[src/rtl/pgw_pkg.sv]
// Shared types for the page write buffer.
package pgw_pkg;
    // Commit sequencer phases: idle, latch sweep, timed hold.
    typedef enum logic [1:0] {
        SEQ_IDLE = 2'd0,
        SEQ_SCAN = 2'd1,
        SEQ_HOLD = 2'd2
    } seq_state_t;
endpackage

[src/rtl/pgw_latch.sv]
// Page latch: one byte register per page offset plus a valid mask.
// Assumes clr and wr_en are not both high in the same cycle (clr wins).
module pgw_latch #(
    parameter int PAGE_BYTES = 32,
    parameter int OFS_W      = $clog2(PAGE_BYTES)
) (
    input  logic             clk,
    input  logic             rst_n,
    input  logic             wr_en,
    input  logic [OFS_W-1:0] wr_idx,
    input  logic [7:0]       wr_data,
    input  logic             clr,
    input  logic [OFS_W-1:0] rd_idx,
    output logic [7:0]       rd_data,
    output logic             rd_valid,
    output logic             any_valid
);
    logic [7:0]            store [PAGE_BYTES];
    logic [PAGE_BYTES-1:0] vmask;

    // Byte storage: the newest byte for an offset replaces the older one.
    always_ff @(posedge clk) begin
        if (wr_en && !clr) store[wr_idx] <= wr_data;
    end

    // Valid mask: set on receipt, cleared when a command opens or ends.
    always_ff @(posedge clk) begin
        if (!rst_n)     vmask <= '0;
        else if (clr)   vmask <= '0;
        else if (wr_en) vmask[wr_idx] <= 1'b1;
    end

    assign rd_data   = store[rd_idx];
    assign rd_valid  = vmask[rd_idx];
    assign any_valid = |vmask;

    // A write marks its offset valid.
    p_mark_valid_r5: assert property (@(posedge clk) disable iff (!rst_n)
        (wr_en && !clr) |=> vmask[$past(wr_idx)]);
endmodule

[src/rtl/pgw_pointer.sv]
// Word address pointer. A load replaces the whole address. A step advances
// only the in-page offset bits and wraps inside the page.
module pgw_pointer #(
    parameter int ADDR_W = 13,
    parameter int OFS_W  = 5
) (
    input  logic              clk,
    input  logic              rst_n,
    input  logic              load,
    input  logic [ADDR_W-1:0] load_addr,
    input  logic              step,
    output logic [ADDR_W-1:0] ptr
);
    // Pointer register with page-local increment.
    always_ff @(posedge clk) begin
        if (!rst_n)    ptr <= '0;
        else if (load) ptr <= load_addr;
        else if (step) ptr[OFS_W-1:0] <= ptr[OFS_W-1:0] + 1'b1;
    end

    // Stepping never alters the page bits.
    p_page_kept_r3: assert property (@(posedge clk) disable iff (!rst_n)
        (step && !load) |=> $stable(ptr[ADDR_W-1:OFS_W]));
endmodule

[src/rtl/pgw_sequencer.sv]
// Commit sequencer. On start it sweeps every page offset once (one cycle
// each), then holds for WRITE_CYCLES clocks. busy covers both phases.
// Assumes PAGE_BYTES is a power of two and WRITE_CYCLES >= 1.
module pgw_sequencer
    import pgw_pkg::*;
#(
    parameter int PAGE_BYTES   = 32,
    parameter int OFS_W        = $clog2(PAGE_BYTES),
    parameter int WRITE_CYCLES = 500000
) (
    input  logic             clk,
    input  logic             rst_n,
    input  logic             start,
    output logic             busy,
    output logic             scanning,
    output logic [OFS_W-1:0] scan_idx,
    output logic             done
);
    localparam int               TMR_W    = $clog2(WRITE_CYCLES + 1);
    localparam logic [TMR_W-1:0] TMR_LAST = TMR_W'(WRITE_CYCLES - 1);
    localparam logic [OFS_W-1:0] IDX_LAST = OFS_W'(PAGE_BYTES - 1);

    seq_state_t       state;
    logic [TMR_W-1:0] tmr;

    // Phase register, sweep index and hold timer.
    always_ff @(posedge clk) begin
        if (!rst_n) begin
            state    <= SEQ_IDLE;
            scan_idx <= '0;
            tmr      <= '0;
        end else begin
            case (state)
                SEQ_IDLE: if (start) begin
                    state    <= SEQ_SCAN;
                    scan_idx <= '0;
                end
                SEQ_SCAN: begin
                    scan_idx <= scan_idx + 1'b1;
                    if (scan_idx == IDX_LAST) begin
                        state <= SEQ_HOLD;
                        tmr   <= '0;
                    end
                end
                SEQ_HOLD: begin
                    if (tmr == TMR_LAST) state <= SEQ_IDLE;
                    else                 tmr   <= tmr + 1'b1;
                end
                default: state <= SEQ_IDLE;
            endcase
        end
    end

    assign busy     = (state != SEQ_IDLE);
    assign scanning = (state == SEQ_SCAN);
    assign done     = (state == SEQ_HOLD) && (tmr == TMR_LAST);

    // The hold timer never passes its limit.
    p_timer_bound_r7: assert property (@(posedge clk) disable iff (!rst_n)
        (state == SEQ_HOLD) |-> (tmr <= TMR_LAST));
    // The sweep always hands over to the hold phase.
    p_sweep_to_hold_r7: assert property (@(posedge clk) disable iff (!rst_n)
        (scanning && scan_idx == IDX_LAST) |=> (state == SEQ_HOLD));
endmodule

[src/rtl/page_commit_ctrl.sv]
// Page write buffer and commit sequencer for a serial memory slave.
// Collects a write command's data bytes into a page latch and commits them
// on STOP, unless write-protect is high at that moment or no byte arrived.
// Assumes the strobes are single-cycle and mutually exclusive.
module page_commit_ctrl #(
    parameter int ADDR_W       = 13,
    parameter int PAGE_BYTES   = 32,
    parameter int WRITE_CYCLES = 500000
) (
    input  logic              clk,
    input  logic              rst_n,
    input  logic              addr_load,
    input  logic [ADDR_W-1:0] start_addr,
    input  logic              byte_stb,
    input  logic [7:0]        byte_data,
    input  logic              stop_stb,
    input  logic              wp_in,
    output logic              mem_we,
    output logic [ADDR_W-1:0] mem_addr,
    output logic [7:0]        mem_wdata,
    output logic              busy,
    output logic [ADDR_W-1:0] word_ptr
);
    localparam int OFS_W = $clog2(PAGE_BYTES);

    logic             accept, ld, bw, st, start, clr;
    logic             any_valid, rd_valid, scanning, done;
    logic [OFS_W-1:0] scan_idx;
    logic [7:0]       rd_data;

    // Bus events count only while no commit is running.
    assign accept = !busy;
    assign ld     = addr_load & accept;
    assign bw     = byte_stb  & accept;
    assign st     = stop_stb  & accept;
    assign start  = st & any_valid & !wp_in;
    assign clr    = ld | (st & !start) | done;

    pgw_pointer #(.ADDR_W(ADDR_W), .OFS_W(OFS_W)) u_ptr (
        .clk(clk), .rst_n(rst_n), .load(ld), .load_addr(start_addr),
        .step(bw), .ptr(word_ptr)
    );

    pgw_latch #(.PAGE_BYTES(PAGE_BYTES), .OFS_W(OFS_W)) u_latch (
        .clk(clk), .rst_n(rst_n), .wr_en(bw), .wr_idx(word_ptr[OFS_W-1:0]),
        .wr_data(byte_data), .clr(clr), .rd_idx(scan_idx),
        .rd_data(rd_data), .rd_valid(rd_valid), .any_valid(any_valid)
    );

    pgw_sequencer #(.PAGE_BYTES(PAGE_BYTES), .OFS_W(OFS_W),
                    .WRITE_CYCLES(WRITE_CYCLES)) u_seq (
        .clk(clk), .rst_n(rst_n), .start(start), .busy(busy),
        .scanning(scanning), .scan_idx(scan_idx), .done(done)
    );

    // Array port: one write per valid offset during the sweep.
    assign mem_we    = scanning & rd_valid;
    assign mem_addr  = {word_ptr[ADDR_W-1:OFS_W], scan_idx};
    assign mem_wdata = rd_data;

    // A commit begins only from an unprotected STOP.
    p_busy_needs_stop_r6: assert property (@(posedge clk) disable iff (!rst_n)
        $rose(busy) |-> ($past(stop_stb) && !$past(wp_in)));
    // A protected STOP never starts a commit.
    p_wp_blocks_r8: assert property (@(posedge clk) disable iff (!rst_n)
        (stop_stb && !busy && wp_in) |=> !busy);
    // A STOP with an empty latch never starts a commit.
    p_empty_stop_r10: assert property (@(posedge clk) disable iff (!rst_n)
        (stop_stb && !busy && !any_valid) |=> !busy);
    // The pointer is frozen while a commit runs.
    p_ptr_frozen_r11: assert property (@(posedge clk) disable iff (!rst_n)
        busy |=> $stable(word_ptr));
endmodule

[config.mk]
export PLATFORM = sky130hd
export DESIGN_NAME = page_commit_ctrl
export DESIGN_NICKNAME = d
export VERILOG_FILES = /design/src/rtl/pgw_pkg.sv /design/src/rtl/pgw_latch.sv /design/src/rtl/pgw_pointer.sv /design/src/rtl/pgw_sequencer.sv /design/src/rtl/page_commit_ctrl.sv
export SDC_FILE = /design/constraint.sdc
export NUM_CORES = 1
export LEC_CHECK = 0
export BUFFER_PORTS_ARGS = -buffer_cell sky130_fd_sc_hd__buf_2
export CORE_UTILIZATION = 55
export CTS_BUF_LIST = sky130_fd_sc_hd__clkbuf_4 sky130_fd_sc_hd__clkbuf_8 sky130_fd_sc_hd__clkbuf_16
export CTS_CLUSTER_SIZE = 24
export DETAILED_ROUTE_END_ITERATION = 8
export PLACE_DENSITY = 0.71
export REMOVE_ABC_BUFFERS = 1
export SLEW_MARGIN = 20
export SYNTH_ARGS = -nofsm -noshare
export SYNTH_HDL_FRONTEND = slang
export SYNTH_SLANG_ARGS = --single-unit
[constraint.sdc]
create_clock -name clk -period 2.5 [get_ports clk]
set_input_delay 0.5 -clock clk [delete_from_list [all_inputs] [get_ports clk]]
set_output_delay 0.5 -clock clk [all_outputs]
set_load 0.01 [all_outputs]
---- Word level (Yosys, flattened, before mapping) ----
Memories as Yosys holds them, arrays and structs flattened. A register that Yosys moved wholly into a read port is not among the register bits.
Index checks and enable logic that the tools add are counted.
word-level totals
  memory bits (writable) .................. 256
  bits in latches ......................... 0
  register bits ........................... 71
  memories kept ........................... 1
  memory bits (read-only) ................. 0
memory list
  memory         words  bits a word  read ports  clocked after memory_dff  wr ports  RTL line         source
  u_latch.store  32     8            1           1                         1         pgw_latch.sv:18  logic [7:0] store [PAGE_BYTES];
operators by class
  add/sub/neg operators ................... 3
  divide/modulo/power cells ............... 0
  multiply operators ...................... 0
  $lt $le $gt $ge ......................... 3
  bitwise gates (word level) .............. 11
  muxes and demuxes ....................... 19
  eq/ne operators ......................... 8
  reductions and logical operators ........ 17
  shift operators ......................... 0
operators with widths
  operator                 count
  $mux W19                 2
  $pmux W19 S2             1
  $or A32 B32 Y32          1
  $reduce_or A32 Y1        1
  $mux W5                  5
  $add A19 B1 Y19 const B  1
  $eq A19 B19 Y1 const B   1
  $lt A5 B6 Y1 const B     2
  $add A5 B1 Y5 const B    2
  $pmux W5 S2              1
  $reduce_bool A2 Y1       4
  $and A1 B1 Y1            7
  $mux W2                  3
  $ne A2 B2 Y1 const B     3
  $pmux W2 S3              1
  $reduce_and A3 Y1        2
  $bmux W1 S5              1
  $demux W1 S5             1
  $eq A5 B5 Y1 const B     1
  $ge A5 B1 Y1 const B     1
  $logic_not A1 Y1         4
  $mux W1                  4
  $logic_and A1 B1 Y1      3
  $eq A2 B1 Y1 const B     1
  other kinds (7)          8

---- Longest topological paths before layout ----
Gate-level depths: netlist of the first run.
  depth after elaboration ................. 13
  mapped depth ............................ 8
  mapped depth without buffers ............ 7

---- Cells and area by module ----
Synthesis of the first run repeated with hierarchy kept, for this count alone.
second synthesis, totals
  cell total of the unflattened synthesis .. 795
  area total of the unflattened synthesis .. 13360.3 µm²
modules (own cells, without submodules)
  module            area an instance (µm²)  instances  cells each
  pgw_latch         11265.8                 1          554
  pgw_sequencer     1445.1                  1          173
  pgw_pointer       543.0                   1          53
  page_commit_ctrl  106.4                   1          15

---- Worst setup path before layout of the first run ----
Ideal clock, no wire load.
  path kind ............................... input port to flip-flop
  from .................................... in byte_stb
  to ...................................... mem u_latch.store[11][0], enable pin
  arrival ................................. 2.263 ns
  buffers on the path ..................... 2
  stages .................................. 5
  slack ................................... -0.158 ns
  setup time .............................. 0.395 ns
  path through ............................ nor3b_1 -> clkbuf_1 -> nand2_1 -> clkbuf_1 -> nor4_1
on the way
  word-level cells in the longest chain between the ends .. 4
RTL lines
  what                           RTL line                source
  start: declaration             page_commit_ctrl.sv:14  input logic byte_stb,
  $and A1 B1 Y1                  page_commit_ctrl.sv:34  assign bw = byte_stb & accept;
  $logic_and A1 B1 Y1            pgw_latch.sv:23         if (wr_en && !clr) store[wr_idx] <= wr_data;
  $mux W1                        pgw_latch.sv:23
  $mux W1 (not written as such)  pgw_latch.sv:23
  end: declaration               pgw_latch.sv:18
No other way between the ends.

==> results of run 1 <==
-- flip-flops by register name, summed over array words and instances, names as in the netlist, named ones only --
name	flops
u_latch.vmask	32
u_seq.tmr	19
u_seq.scan_idx	5
u_seq.state	2
u_latch.store	256
u_ptr.ptr	13
-- repair_timing --
| item | 4_1_cts | 5_1_grt |
|---|---|---|
| setup endpoints to repair | 73 | 73 |
| pin swaps | 1 | 7 |
| gates resized for setup | 35 | 13 |
| setup buffers | 1 | 16 |
-- through the flow --
stage | cells | area (µm²) | setup WS (ps) | TNS, ps
global route | 1408 | 16500 | -612 | -4730
detailed placement | 1328 | 15000 | -228 | -4390
finish | 1408 | 16500 | -574 | -4060
CTS | 1392 | 16200 | -500 | -3910
floorplan | 839 | 13300 | -1360 | -77490
global placement | 1328 | 15000 | -190 | -21220
-- routing by layer --
metal	vias to the layer above	track usage [%]	part of all wire, %
met1	4234	33.5	42
met3	55	3.28	5.5
met5	-	0	0
met4	0	9.18	2.7
li1	3830	-	-
met2	317	39.8	50
-- layout make-up --
cell class | count | area [µm²]
fill | 1648 | 7870
sequential | 332 | 9230
multi-input combinational | 502 | 4310
tap | 324 | 405
timing repair buffer | 182 | 1390
clock inverter | 20 | 143
clock buffer | 43 | 960
inverter | 5 | 18.8
-- Yosys cell counts (3+ instances only) --
master	instances	area [µm²]
a31oi_1	10	62.6
nand3_1	11	55.1
buf_4	9	67.6
o211ai_1	8	60.1
or4_1	5	37.5
xor2_1	7	61.3
mux4_2	56	1260
nor2_1	77	289
mux2_2	9	101
dfxtp_1	76	1520
buf_1	8	30.0
nand2_1	71	267
o21ai_0	5	25.0
o211a_1	5	50.1
buf_2	22	110
a41oi_1	8	70.1
nand3b_1	3	22.5
o31ai_1	3	22.5
a211oi_1	9	67.6
and2_1	9	56.3
a311oi_1	8	70.1
nor3b_1	3	22.5
nand4_1	3	18.8
mux2i_1	34	340
edfxtp_1	256	7690
nor2b_1	11	68.8
clkbuf_1	23	86.3
nor3_1	19	95.1
o21a_1	3	22.5
a21boi_0	9	67.6
nand2b_1	3	18.8
a21oi_1	31	155
inv_1	5	18.8
ha_1	7	87.6
xnor2_1	4	35.0
nor4_1	25	156
a22oi_1	9	67.6
-- where the power goes --
group	internal (µW)	total [µW]	switching, µW
Sequential	5970	5990	26.3
Clock	2850	4900	2050
Combinational	190	522	332
-- worst paths after layout --
check	depth (start not counted)	from	slack, ps	to
max reg2reg	6	u_latch.vmask[24]	90	u_latch.store[16][1]
min	2	start_addr[2]	230	u_ptr.ptr[2]
min reg2reg	2	u_ptr.ptr[10]	480	u_ptr.ptr[10]
max	7	flip-flop	-570	mem_wdata[5]
-- worst max-delay path, stage by stage (launching register included) --
cell	delay (ps)
dfxtp_4	420
buf_6	140
mux4_2	550
mux2i_4	220
nor2_2	60
a311oi_2	380
a41oi_2	90
buf_2	210
-- cells by family after synthesis --
kind of cell / after synthesis / share of synthesized area, %
fa+ha+maj: 7 / 0.642
flops: 332 / 67.5
compound gates: 124 / 6.46
xor+xnor: 11 / 0.706
simple gates: 261 / 9.79
mux: 99 / 12.5
buf+inv: 69 / 2.46
==> reports/qor.txt, run 1 <==
Setup Crit Path Kind -> reg2out
post-layout net count -> 1092
DRT iter0 DRCs -> 621
antenna viol nets, final -> 0
commonest non-fill, non-tap cell in the layout -> edfxtp_1
Setup Skew -> 24.4 ps
failing checks -> negative setup slack
Max-cap violations -> 0
ys async rst share -> 0%
Syn Inst Count -> 903
Vias -> 8436
min Tclk post-route -> 3070 ps
endpoints failing setup -> 9
final hold vios -> 0
Syn Std Cell Area -> 0.0136 mm²
Max VDD drop -> 0.000495 V
cell row count -> 57
startpoint types -> flip-flop
worst hold path type -> in2reg
Chip Width -> 160 µm
CTS Buf Count -> 35
final wirelength -> 30500 µm
relative slew slack -> 46.1%
Clock Path Buffers -> 3
commonest non-fill, non-tap cells in the layout -> edfxtp_1 (256), buf_4 (104), nor2_1 (74)
Pleak -> 0.00552 µW
Area Growth Syn to Fin -> 20.5%
CTS tree -> built
Final WS setup -> -574 ps
PD cells -> 694 mW/mm²
Port-buffer cells -> 62
first-pass GRT wire length -> 47500 µm
routability congestion estimate -> 0.883
Distinct cells, synth -> 68
clock transition at the registers of the reported paths -> 60 ps
H-tree depth -> 2
hold_ws -> 226 ps
ys flop type -> edfxtp_1
RSZ-0062 raised after global routing -> yes
GRT overflow -> 0
Max Fanout on Critical Path -> 6
CORE AREA -> 0.0243 mm²
Worst setup EP type -> primary output
hpwl dp -> 19900 µm
Post-CTS Hold Buffers -> 0
root buffer cell -> clkbuf_16
Synthesis Warnings -> 0
Worst Max-Slew Pin Slew -> 807 ps
vias per cell -> 5.99
final design utilization -> 67.7%
Die H -> 160 µm
status -> finished, violations left
drt wl/cell -> 21.7 µm
worst-skew pair later-pin latency -> 530 ps
fmax -> 325 MHz
final cycle utilization of the critical path -> 123%
Initial DRT Pass Iterations -> 5
sequential area share after synthesis -> 67.5%
largest net degree at the start of global routing -> 33
io pins -> 63
CP Data Arrival Time -> 2570 ps
vias in the first global route -> 8372
drt drc -> 0
post-synthesis register bit count -> 332
max-slew violations -> 0
Die Area -> 0.0255 mm²
post-route total power -> 11400 µW
Post-synth EDFFs -> 256
Crit path required time -> 2000 ps
initial core utilization -> 56.1%
clock sink count -> 332
initial antenna violation count -> 0
Total GRT Usage -> 24.3%
average instance area after synthesis -> 15.1 µm²
Diodes inserted -> 0
share of cells above drive strength 1 -> 33.7%
Note: power is estimated with default switching activity, not from simulation.
==> run 2, diff against run 1 <==
--- a/config.mk
+++ b/config.mk
@@ -5,14 +5,16 @@
 export SDC_FILE = /design/constraint.sdc
 export NUM_CORES = 1
 export LEC_CHECK = 0
+export ABC_AREA = 1
 export BUFFER_PORTS_ARGS = -buffer_cell sky130_fd_sc_hd__buf_2
-export CORE_UTILIZATION = 55
+export CORE_UTILIZATION = 56
 export CTS_BUF_LIST = sky130_fd_sc_hd__clkbuf_4 sky130_fd_sc_hd__clkbuf_8 sky130_fd_sc_hd__clkbuf_16
 export CTS_CLUSTER_SIZE = 24
 export DETAILED_ROUTE_END_ITERATION = 8
-export PLACE_DENSITY = 0.71
+export PLACE_DENSITY = 0.72
 export REMOVE_ABC_BUFFERS = 1
 export SLEW_MARGIN = 20
 export SYNTH_ARGS = -nofsm -noshare
 export SYNTH_HDL_FRONTEND = slang
+export SYNTH_HIERARCHICAL = 1
 export SYNTH_SLANG_ARGS = --single-unit
==> reports/qor.txt, run 2 <==
CP Data Arrival Time -> 2190 ps
Worst Max-Slew Pin Slew -> 772 ps
initial core utilization -> 57.1%
Max stage delay cell, worst path -> dfxtp_4
P_int -> 9140 µW
status -> finished, violations left
fmax -> 372 MHz
routability congestion estimate -> 0.913
Finished Layout Cells -> 1938
RR Endpoint -> u_latch/store[24][2]
clock sink count -> 327
drt wl/cell -> 19.5 µm
ys async rst share -> 0%
RSZ-0062 raised after global routing -> yes
Total GRT Usage -> 28.5%
Vias -> 11200
WP buf/inv -> 3
Max Fanout on Critical Path -> 16
max reg flops -> 256
R2R Path Start -> u_seq/state[0]
initial antenna violation count -> 0
vias per cell -> 5.80
post-layout net count -> 1616
Critical Path Most Common Cell -> nand2_1
Die Area -> 0.0264 mm²
failing checks -> negative setup slack
worst-skew pair later-pin latency -> 520 ps
Die H -> 163 µm
clock transition at the registers of the reported paths -> 60 ps
count leader, synth -> nand2_1
Final WS setup -> -191 ps
relative slew slack -> 48.6%
average instance area after synthesis -> 9.53 µm²
Distinct cells, synth -> 38
Hold Path Origin -> start_addr[6]
antenna viol nets, final -> 0
Stages on worst setup path -> 10
startpoint types -> flip-flop
Post-synth top cells -> nand2_1 (529), edfxtp_1 (256), nand3_1 (247)
Register-to-Register Path Depth -> 8
CTS Buf Count -> 34
io pins -> 63
post-route total power -> 11600 µW
DRT iter0 DRCs -> 1431
Comb power frac -> 5.0%
Net Sw Frac -> 21.0%
Syn Std Cell Area -> 0.0144 mm²
final hold vios -> 0
commonest non-fill, non-tap cells in the layout -> nand2_1 (498), edfxtp_1 (256), nand3_1 (213)
Post-synth EDFFs -> 256
Clock Path Buffers -> 3
CORE AREA -> 0.0253 mm²
final wirelength -> 37900 µm
min Tclk post-route -> 2690 ps
root buffer cell -> clkbuf_16
FILL cells -> 1941
ys flop type -> edfxtp_1
Psw -> 2420 µW
Max VDD drop -> 0.000633 V
max-slew violations -> 0
PD cells -> 681 mW/mm²
endpoints failing setup -> 9
largest net degree at the start of global routing -> 57
Setup Crit Path Kind -> reg2out
Clk pwr share -> 43.8%
hpwl dp -> 22500 µm
dpl ws -> 39.6 ps
Crit path required time -> 2000 ps
CTS tree -> built
R2R setup slack -> 100 ps
Largest regs -> u_latch/store x256, u_latch/vmask x32, u_seq/tmr x19
Min-Delay Path Depth -> 3
commonest non-fill, non-tap cell in the layout -> nand2_1
CP cell instances -> inv_2 -> buf_8 -> nand3_1 -> nand3_1 -> nand2_1 -> nand2_1 -> nand2_1 -> nand2_1 -> nand2_2 -> buf_6
GRT overflow -> 0
Yosys top cell by area -> edfxtp_1
Pleak -> 0.00639 µW
Crit path max-delay family -> simple AND/OR/NAND/NOR gates
vias in the first global route -> 10500
Initial DRT Pass Iterations -> 5
Area after DPL -> 0.0151 mm²
post-synth top area share -> 53.3%
Post-CTS Hold Buffers -> 0
cell row count -> 58
fin area -> 0.0170 mm²
CP peak stage delay -> 410 ps
Synthesis Warnings -> 6
worst hold path type -> in2reg
share of cells above drive strength 1 -> 19.0%
final cycle utilization of the critical path -> 108%
first-pass GRT wire length -> 57500 µm
sequential power share -> 51.1%
CP Capture Point -> mem_wdata[4]
Chip Width -> 163 µm
H-tree depth -> 2
post-synthesis register bit count -> 327
Port-buffer cells -> 62
Syn Inst Count -> 1514
Diodes inserted -> 0
sequential area share after synthesis -> 63.1%
drt drc -> 0
Setup crit start -> u_seq/scan_idx[1]
Worst setup EP type -> primary output
Synth area leaders -> edfxtp_1 (53%), nand2_1 (14%), dfxtp_1 (9.8%)
Setup Skew -> 15.7 ps
Largest Register -> u_latch/store
placed cell count -> 1861
Area Growth Syn to Fin -> 17.6%
Max-cap violations -> 0
-- run 2: cells by family (layout without fill, tap and decap cells) --
group           after synthesis  count (layout)  synth area share (%)
compound gates               78              78                  2.96
xor+xnor                      3               3                 0.182
fa+ha+maj                     4               4                 0.347
buf+inv                     174             268                  5.75
flops                       327             327                  63.1
simple gates                928             928                  27.6
-- run 2: worst min-delay path by stage --
stage               slack [ps]                end
detailed placement         470  u_latch/vmask[27]
global placement           460  u_latch/vmask[29]
CTS                        200      u_ptr/ptr[12]
floorplan                  450  u_latch/vmask[28]
finish                     220       u_ptr/ptr[6]
global route               210       u_ptr/ptr[6]
-- run 2: worst min-delay path, cell delays in order --
cell,delay [ps]
buf_2,80
nor2_1,30
nor2_1,80
-- run 2: what timing repair did --
item                       4_1_cts  5_1_grt
gates cloned                     6        4
pin swaps                       21       16
setup buffers                    6        2
setup endpoints to repair        9      175
resized for setup               49       76
-- run 2: power groups by stage --
stage	registers, µW	clock network (µW)	logic, µW
final	5910	5070	581
after floorplan	6060	0	209
after CTS	5910	5120	544
after global routing	5910	5330	629
after global placement	6030	0	493
after detailed placement	6030	0	497
-- run 2: routing by layer --
layer	global-route usage [%]	up-vias	routed length [µm]
met2	47.2	641	17900
met1	38.9	5300	15500
li1	-	5228	-
met5	0	-	0
met4	8.96	0	962
met3	4.28	78	3440
-- run 2: cell type report --
cell class                      count  area (µm²)  share of cell area (%)
Clock buffer                       44         978                    5.77
Tap cell                          330         413                    2.43
Timing Repair Buffer              114        1120                    6.60
Clock inverter                     15         145                   0.855
Sequential cell                   327        9120                    53.7
Inverter                           95         373                    2.20
Multi-Input combinational cell   1013        4820                    28.4
-- run 2: stage by stage --
step	TNS, ps	utilization (%)	hold WS (ps)
floorplan	-62500	-	450
global placement	0	59.6	460
detailed placement	0	59.6	467
CTS	-1030	65.8	203
global route	-1880	67.2	205
finish	-1280	67.2	216
